`src/rtl/rxb_pkg.sv`:
```
package rxb_pkg;

  // Per-character status carried beside the data queue.
  typedef struct packed {
    logic ovr;
    logic ferr;
  } rxb_stat_t;

endpackage

```
`src/rtl/rxb_ctrl.sv`:
```
module rxb_ctrl #(
  parameter int DEPTH = 3,
  localparam int PW = (DEPTH > 1) ? $clog2(DEPTH) : 1,
  localparam int CW = $clog2(DEPTH + 1)
) (
  input  logic          clk,
  input  logic          rst_n,
  input  logic          chr_valid,
  input  logic          rd_pop,
  output logic          wr_en,
  output logic [PW-1:0] wr_idx,
  output logic          ovr_now,
  output logic [PW-1:0] rd_idx,
  output logic [PW-1:0] nh_idx,
  output logic          arrive,
  output logic          not_empty,
  output logic [CW-1:0] occ
);

  localparam logic [PW-1:0] LAST  = PW'(DEPTH - 1);
  localparam logic [CW-1:0] FULLC = CW'(DEPTH);

  logic [PW-1:0] rd_q, rd_n, wr_q, wr_n;
  logic [CW-1:0] cnt_q, cnt_n;
  logic          full, empty, pop_ok, push_norm;

  function automatic logic [PW-1:0] ptr_inc(input logic [PW-1:0] p);
    return (p == LAST) ? '0 : p + PW'(1);
  endfunction

  function automatic logic [PW-1:0] ptr_dec(input logic [PW-1:0] p);
    return (p == '0) ? LAST : p - PW'(1);
  endfunction

  always_comb begin
    full      = (cnt_q == FULLC);
    empty     = (cnt_q == '0);
    pop_ok    = rd_pop && !empty;
    push_norm = chr_valid && (!full || pop_ok);
    ovr_now   = chr_valid && full && !pop_ok;
    wr_en     = chr_valid;
    wr_idx    = ovr_now ? ptr_dec(wr_q) : wr_q;
    nh_idx    = pop_ok ? ptr_inc(rd_q) : rd_q;
    rd_n      = pop_ok ? ptr_inc(rd_q) : rd_q;
    wr_n      = push_norm ? ptr_inc(wr_q) : wr_q;
    case ({push_norm, pop_ok})
      2'b10:   cnt_n = cnt_q + CW'(1);
      2'b01:   cnt_n = cnt_q - CW'(1);
      default: cnt_n = cnt_q;
    endcase
    arrive = (cnt_n != '0) &&
             (pop_ok || (empty && push_norm) || (ovr_now && (wr_idx == rd_q)));
  end

  always_ff @(posedge clk or negedge rst_n) begin
    if (!rst_n) begin
      rd_q  <= '0;
      wr_q  <= '0;
      cnt_q <= '0;
    end else begin
      if (pop_ok)             rd_q  <= rd_n;
      if (push_norm)          wr_q  <= wr_n;
      if (push_norm ^ pop_ok) cnt_q <= cnt_n;
    end
  end

  assign rd_idx    = rd_q;
  assign not_empty = !empty;
  assign occ       = cnt_q;

endmodule

```
`src/rtl/rxb_store.sv`:
```
module rxb_store
  import rxb_pkg::*;
#(
  parameter int DW    = 8,
  parameter int DEPTH = 3,
  localparam int PW = (DEPTH > 1) ? $clog2(DEPTH) : 1
) (
  input  logic          clk,
  input  logic          rst_n,
  input  logic          wr_en,
  input  logic [PW-1:0] wr_idx,
  input  logic [DW-1:0] wr_data,
  input  rxb_stat_t     wr_stat,
  input  logic [PW-1:0] rd_idx,
  output logic [DW-1:0] rd_data,
  input  logic [PW-1:0] st_idx,
  output rxb_stat_t     st_out
);

  logic [DW-1:0] data_q [DEPTH];
  rxb_stat_t     stat_q [DEPTH];

  for (genvar g = 0; g < DEPTH; g++) begin : g_ent
    logic sel;
    assign sel = wr_en && (wr_idx == PW'(g));
    always_ff @(posedge clk or negedge rst_n) begin
      if (!rst_n) begin
        data_q[g] <= '0;
        stat_q[g] <= '0;
      end else if (sel) begin
        data_q[g] <= wr_data;
        stat_q[g] <= wr_stat;
      end
    end
  end

  always_comb begin
    rd_data = '0;
    st_out  = '0;
    for (int i = 0; i < DEPTH; i++) begin
      if (rd_idx == PW'(i)) rd_data = data_q[i];
      if (st_idx == PW'(i)) st_out  = stat_q[i];
    end
  end

endmodule

```
`src/rtl/rxb_sticky.sv`:
```
module rxb_sticky
  import rxb_pkg::*;
(
  input  logic      clk,
  input  logic      rst_n,
  input  logic      arrive,
  input  rxb_stat_t arr_stat,
  input  logic      clr_ferr,
  input  logic      clr_ovr,
  input  logic      ien_ferr,
  input  logic      ien_ovr,
  output logic      ferr_flag,
  output logic      ovr_flag,
  output logic      irq
);

  logic ferr_q, ferr_n, ovr_q, ovr_n;

  always_comb begin
    ferr_n = (ferr_q && !clr_ferr) || (arrive && arr_stat.ferr);
    ovr_n  = (ovr_q  && !clr_ovr)  || (arrive && arr_stat.ovr);
  end

  always_ff @(posedge clk or negedge rst_n) begin
    if (!rst_n) begin
      ferr_q <= 1'b0;
      ovr_q  <= 1'b0;
    end else begin
      ferr_q <= ferr_n;
      ovr_q  <= ovr_n;
    end
  end

  assign ferr_flag = ferr_q;
  assign ovr_flag  = ovr_q;
  assign irq       = (ferr_q && ien_ferr) || (ovr_q && ien_ovr);

endmodule

```
`src/rtl/rx_char_buffer.sv`:
```
module rx_char_buffer
  import rxb_pkg::*;
#(
  parameter int DW    = 8,
  parameter int DEPTH = 3
) (
  input  logic          clk,
  input  logic          rst_n,
  input  logic          chr_valid,
  input  logic [DW-1:0] chr_data,
  input  logic          chr_ferr,
  input  logic          rd_pop,
  output logic [DW-1:0] rd_data,
  output logic          not_empty,
  input  logic          clr_ferr,
  input  logic          clr_ovr,
  input  logic          ien_ferr,
  input  logic          ien_ovr,
  output logic          ferr_flag,
  output logic          ovr_flag,
  output logic          irq
);

  localparam int PW = (DEPTH > 1) ? $clog2(DEPTH) : 1;
  localparam int CW = $clog2(DEPTH + 1);

  logic          wr_en, ovr_now, arrive;
  logic [PW-1:0] wr_idx, rd_idx, nh_idx;
  logic [CW-1:0] occ;
  rxb_stat_t     in_stat, nh_stat, arr_stat;

  rxb_ctrl #(.DEPTH(DEPTH)) u_ctrl (
    .clk       (clk),
    .rst_n     (rst_n),
    .chr_valid (chr_valid),
    .rd_pop    (rd_pop),
    .wr_en     (wr_en),
    .wr_idx    (wr_idx),
    .ovr_now   (ovr_now),
    .rd_idx    (rd_idx),
    .nh_idx    (nh_idx),
    .arrive    (arrive),
    .not_empty (not_empty),
    .occ       (occ)
  );

  always_comb begin
    in_stat.ferr = chr_ferr;
    in_stat.ovr  = ovr_now;
    // The entry becoming head may be the one written in this same cycle.
    arr_stat = (wr_en && (wr_idx == nh_idx)) ? in_stat : nh_stat;
  end

  rxb_store #(.DW(DW), .DEPTH(DEPTH)) u_store (
    .clk     (clk),
    .rst_n   (rst_n),
    .wr_en   (wr_en),
    .wr_idx  (wr_idx),
    .wr_data (chr_data),
    .wr_stat (in_stat),
    .rd_idx  (rd_idx),
    .rd_data (rd_data),
    .st_idx  (nh_idx),
    .st_out  (nh_stat)
  );

  rxb_sticky u_sticky (
    .clk       (clk),
    .rst_n     (rst_n),
    .arrive    (arrive),
    .arr_stat  (arr_stat),
    .clr_ferr  (clr_ferr),
    .clr_ovr   (clr_ovr),
    .ien_ferr  (ien_ferr),
    .ien_ovr   (ien_ovr),
    .ferr_flag (ferr_flag),
    .ovr_flag  (ovr_flag),
    .irq       (irq)
  );

endmodule

```
`config.mk`:
```
export PLATFORM = sky130hd
export DESIGN_NAME = rx_char_buffer
export DESIGN_NICKNAME = d
export VERILOG_FILES = /design/src/rtl/rxb_pkg.sv /design/src/rtl/rxb_ctrl.sv /design/src/rtl/rxb_store.sv /design/src/rtl/rxb_sticky.sv /design/src/rtl/rx_char_buffer.sv
export SDC_FILE = /design/constraint.sdc
export NUM_CORES = 1
export LEC_CHECK = 0
export BUFFER_PORTS_ARGS = -buffer_cell sky130_fd_sc_hd__buf_2
export CORE_MARGIN = 3
export CORE_UTILIZATION = 50
export CTS_BUF_LIST = sky130_fd_sc_hd__clkbuf_2
export DETAILED_ROUTE_END_ITERATION = 8
export GPL_TIMING_DRIVEN = 0
export PLACE_DENSITY = 0.7
export SETUP_SLACK_MARGIN = 0.2
export SYNTH_ARGS = -nofsm -noshare
export SYNTH_HDL_FRONTEND = slang
export SYNTH_SLANG_ARGS = --single-unit
```
`constraint.sdc`:
```
create_clock -name clk -period 4.95 [get_ports clk]
set_input_delay 0.99 -clock clk [delete_from_list [all_inputs] [get_ports clk]]
set_output_delay 0.99 -clock clk [all_outputs]
set_load 0.02 [all_outputs]
```
== After elaboration in Yosys (flattened, before gate mapping) ==
Cells that the tools add are included.

* Input port bits: 17
* Logic and storage cells: 79
* Register bits after elaboration: 38
* Output and inout port bits: 12

* Bitwise operators: 1
* Add/subtract/negate cells: 5
* Eq/ne operators: 12
* Mux-type cells: 13
* Reductions and logical operators: 34

{| class="wikitable"
|+ Operator list
! operator !! number
|-
| 8-bit two-way mux || 3
|-
| 2-bit two-way mux || 9
|-
| 1-bit logical AND || 17
|-
| 2-bit == test (second input constant) || 6
|-
| 2-bit zero test || 5
|-
| 2-bit by 1-bit == test with 1-bit output (second input constant) || 4
|-
| 2-bit by 1-bit adder with 2-bit output (second input constant) || 3
|-
| 1-bit logical OR || 6
|-
| 1-bit zero test || 5
|-
| 2-bit == test || 2
|-
| 2-bit one-hot mux with 2 select lines || 1
|-
| 2-bit by 1-bit subtractor with 2-bit output (second input constant) || 2
|-
| 2-bit nonzero test || 1
|-
| 1-bit bitwise XOR || 1
|}

== Longest topological paths before layout ==
* Word-level depth: 12
* Depth in mapped cells: 10

== Modules after synthesis ==
From an unflattened synthesis, not the netlist that was laid out.

* Cells, all modules: 148
* Area total of the unflattened synthesis: 1989.4 sq um

{| class="wikitable"
|+ Modules (own cells, without submodules)
! module !! times used !! cells each !! sequential area each (sq um) !! area an instance (sq um)
|-
| rxb_store || 1 || 91 || 750.7 || 1440.1
|-
| rxb_ctrl || 1 || 43 || 150.1 || 420.4
|-
| rxb_sticky || 1 || 9 || 50.0 || 83.8
|-
| rx_char_buffer || 1 || 5 || 0.0 || 45.0
|}

== Worst setup path after synthesis ==
OpenSTA, ideal clock, no wires.

* Kind: input to register
* Start: input rd_pop
* End: register u_store.data_q[0] (netlist name)
* Setup slack: 2.547 ns
* Data arrival time: 2.276 ns
* Library setup time: 0.128 ns
* Data required time: 4.822 ns
* Buffers on the path: 1
* Stages on the path: 5
* Cell sequence: and3b_4 > mux2_4 > nor3b_1 > buf_4 > mux2_1

* Longest elaborated chain between the ends: 6

{| class="wikitable"
|+ RTL lines
! item !! RTL line !! text
|-
| start: declaration || rx_char_buffer.sv:12 || <nowiki>input logic rd_pop,</nowiki>
|-
| 1-bit logical AND || rxb_ctrl.sv:38 || <nowiki>pop_ok = rd_pop && !empty;</nowiki>
|-
| 1-bit zero test || rxb_ctrl.sv:40 || <nowiki>ovr_now = chr_valid && full && !pop_ok;</nowiki>
|-
| 1-bit logical AND || rxb_ctrl.sv:40 ||
|-
| 2-bit two-way mux || rxb_ctrl.sv:42 || <nowiki>wr_idx = ovr_now ? ptr_dec(wr_q) : wr_q;</nowiki>
|-
| 2-bit == test || rxb_store.sv:25 || <nowiki>assign sel = wr_en && (wr_idx == PW'(g));</nowiki>
|-
| 1-bit logical AND || rxb_store.sv:25 ||
|-
| end signal: indexed assignment || rxb_store.sv:31 || <nowiki>data_q[g] <= wr_data;</nowiki>
|-
| end: declaration || rxb_store.sv:20 || <nowiki>logic [DW-1:0] data_q [DEPTH];</nowiki>
|}

No other way between the ends.
A chain may end at the register's enable or synchronous reset.

== Final worst setup path ==
* Start: register u_ctrl.rd_q[1], in the netlist u_ctrl.rd_idx[1]
* End: output rd_data[4]

* Longest elaborated chain between the ends: 4

{| class="wikitable"
|+ RTL lines
! item !! RTL line !! text
|-
| start: declaration || rxb_ctrl.sv:23 || <nowiki>logic [PW-1:0] rd_q, rd_n, wr_q, wr_n;</nowiki>
|-
| start signal: assignment || rxb_ctrl.sv:61 || <nowiki>if (pop_ok) rd_q <= rd_n;</nowiki>
|-
| 2-bit zero test || rxb_store.sv:41 || <nowiki>if (rd_idx == PW'(i)) rd_data = data_q[i];</nowiki>
|-
| 8-bit two-way mux (2 in a row) || rxb_store.sv:41 ||
|-
| 8-bit two-way mux * || rxb_store.sv:41 ||
|-
| end: declaration || rx_char_buffer.sv:13 || <nowiki>output logic [DW-1:0] rd_data,</nowiki>
|}

Mark *: on every way between the ends. The rest lies on a longest branch, timed or not.

==> results_dict.tcl <==
set metrics [dict create \
    core_mm2 0.003521 \
    reg2reg_from "u_ctrl.occ[1]$_DFFE_PN0N_" \
    clk_latency_ns 0.38 \
    synthesis.nets 180 \
    reg2regPathDepth 10 \
    power_switching_mw 0.5954 \
    vias 1319 \
    drive_above_1_share 0.2513 \
    synth_most_common_cell "dfrtp_1" \
    ys_seq_area_frac 0.4929 \
    initial_core_util 0.5480 \
    internal_power_mw 0.8335 \
    cts.sinks 38 \
    crit_required_ns 3.96 \
    switching_share 0.4167 \
    ys_seq_elements 38 \
    dpl_cell_area_mm2 0.002127 \
    die_w_um 68.12 \
    fin_crit_sh 0.6067 \
    fin_util 0.6151 \
    drt_iter0_drc 63 \
    arrival_ns 2.01 \
    ys_warn_count 0 \
    nets 215 \
    grt_antenna_before_repair 0 \
    io_pins 29 \
    clk_path_buf_depth 2 \
    cts_tree "yes" \
    clock_skew_ns 0.01359 \
    tns_ns 0 \
    post_cts_buffers 0 \
    overflow 0 \
    synth_commonest_cells "dfrtp_1, mux2_1, nand2_1" \
    rsz0062_at_grt "no" \
    cts_buffers 5 \
    drt-total-wl_mm 3.606 \
    regToRegSetupSlack_ns 2.73 \
    max_cap_viol_count 0 \
    grt_pass1_vias 1291 \
    finalSetupViolations 0 \
    criticalPathCategory "reg2out" \
    first_pass_iters 4 \
    synthTopCellsByArea "dfrtp_1, mux2_1, mux2i_1" \
    fillers 305 \
    hp-class "reg2reg" \
    die-area_mm2 0.004640 \
    hold_viol 0 \
    period_minus_slack_ns 3.003 \
    leakage_nw 1.029 \
    vias_per_cell 5.473 \
    die_y_um 68.12 \
    synth_top_area_cell "dfrtp_1" \
    synth_top_cell_area_share 0.4929 \
    gp_congestion 0.8428 \
    share_seq_of_total_power 0.378 \
    finish.instance_area_mm2 0.002166 \
    critPathMaxStageDelay_ns 0.43 \
    wl_per_cell_um 14.96 \
    critPathCaptureType "primary output" \
    crit_path_end "rd_data[4]" \
    post_cts_resized 0 \
    worst_pin_slew_ns 0.8216 \
    drv_slew 0 \
    clk_pin_slew_ns 0.18 \
    path_cells "buf_2 -> nor2b_1 -> clkbuf_1 -> nand2_1 -> o21ai_1 -> buf_2" \
    drc_errors 0 \
    critPathSlowestCell "dfrtp_1" \
    cts-root-buf "clkbuf_2" \
    diodes 0 \
    startpoint "u_ctrl.rd_idx[1]$_DFF_PN0_" \
    rows 21 \
    crit-reg2reg-capture "u_sticky.ovr_flag$_DFF_PN0_" \
    dpl.hpwl_mm 2.582 \
    io_buffers 28 \
    ys.flop_type "dfrtp_1" \
    grt_pass1_wl_mm 6.037 \
    cts_hold_buffers 0 \
    area_growth_pct 12.26 \
    comb_power_share 0.530 \
    synth_area_per_cell_um2 12.13 \
    grt_max_degree 39 \
    ctsHtreeMaxLevel 2 \
    synth_edf_count 0 \
    synthArstFlopShare 1.000 \
    status "completed" \
    synthCells 159 \
    fmax_mhz 333.0 \
    globalRouteTotalUtil 0.1787 \
    ir_worst_vdd_uv 358.2 \
    drtAntennaViolNets 0 \
    clockPowerShare 0.092 \
    crit_path_frequent_cell "buf_2" \
    netlist_area_mm2 0.001929 \
    critPathLaunchType "register" \
    synth.distinct_cells 33 \
    maxSlewHeadroom 0.4523 \
    power_density_mw_per_mm2 659.7 \
    crit_fanout 10 \
]
==> routing by layer <==
metal  wire length, um  up-vias  GRT usage
met4                25        0    0.05955
li1                  -      637          -
met1              1658      655     0.2282
met3               134        2    0.04433
met2              1789       25     0.2960
met5                 0        -          0
==> cell usage in the layout (no fill, tap or decap), types with 2 or more instances in the layout <==
cell type,synthesis,layout
xor2_1,4,4
buf_2,4,32
o21ai_1,9,9
buf_4,2,2
ha_1,4,4
nand2_1,15,15
inv_1,9,9
xnor2_1,4,4
mux2_2,2,2
a222oi_1,2,2
clkbuf_2,0,6
nor2b_1,4,4
o41ai_1,2,2
mux2_1,31,31
mux2i_1,10,10
a22oi_1,2,2
dfrtp_1,38,38
==> cell type report <==
type / count / area [um^2] / share of cell area
sequential: 38 / 950.9 / 0.4391
multi-input combinational: 105 / 905.9 / 0.4183
timing repair buffer: 28 / 140.1 / 0.06470
tap: 46 / 57.56 / 0.02657
buffer: 7 / 38.79 / 0.01791
inverter: 9 / 33.78 / 0.01560
clock buffer: 6 / 30.03 / 0.01386
clock inverter: 2 / 8.758 / 0.004044
==> metrics by stage <==
stage                     hold WS [ns]  power (mW)  cells  worst slack [ns]
after global placement          0.4636       1.279    233             2.231
after CTS                       0.5144       1.445    241             1.935
after detailed placement        0.4754       1.316    233             2.231
after global routing            0.5320       1.548    241             1.733
final                           0.5101       1.429    241             1.947
after floorplan                 0.4503       1.114    159             2.547
==> worst max-delay path: cells and delay by family (launching register included) <==
kind / cells / cell delay, ns
AO/OA/AOI/OAI: 1 / 0.10
buffers and inverters: 3 / 0.82
flip-flops: 1 / 0.43
AND/OR/NAND/NOR: 2 / 0.28
==> worst min path at each step <==
stage                                         from  slack, ns  cells past startpoint                              to
detailed placement   u_store.data_q[5]$_DFFE_PN0P_       0.48                      1   u_store.data_q[5]$_DFFE_PN0P_
finish              u_store.data_q[12]$_DFFE_PN0P_       0.51                      1  u_store.data_q[12]$_DFFE_PN0P_
floorplan            u_store.stat_q[0]$_DFFE_PN0P_       0.45                      1   u_store.stat_q[0]$_DFFE_PN0P_
global placement     u_store.stat_q[0]$_DFFE_PN0P_       0.46                      1   u_store.stat_q[0]$_DFFE_PN0P_
CTS                  u_store.data_q[5]$_DFFE_PN0P_       0.51                      1   u_store.data_q[5]$_DFFE_PN0P_
global route         u_store.data_q[5]$_DFFE_PN0P_       0.53                      1   u_store.data_q[5]$_DFFE_PN0P_
==> state kept, by name, summed over array words and instances, names as in the netlist <==
| name | count |
|---|---|
| u_sticky.ferr_flag | 1 |
| u_ctrl.rd_idx | 2 |
| u_store.data_q | 24 |
| u_sticky.ovr_flag | 1 |
| u_ctrl.wr_q | 2 |
| u_store.stat_q | 6 |
| u_ctrl.occ | 2 |
==> power by group through the flow <==
stage,logic (mW),clock network (mW),registers [mW]
after floorplan,0.585,0,0.529
after global placement,0.744,0,0.535
after detailed placement,0.768,0,0.548
after CTS,0.770,0.136,0.539
after global routing,0.836,0.152,0.559
final,0.758,0.131,0.540
==> logic make-up (layout without fill, tap and decap cells) <==
group                      Yosys count  count (layout)  synth area share
muxes                               45              45            0.2594
DFF                                 38              38            0.4929
xor gates and xnor gates             8               8           0.03631
and+or+nand+nor                     27              27           0.07393
adders and majority gates            4               4           0.02594
buffers and inverters               16              52           0.03761
AOI/OAI and AO/OA                   21              21           0.07393
No activity file was read; power rests on OpenSTA's default activity.
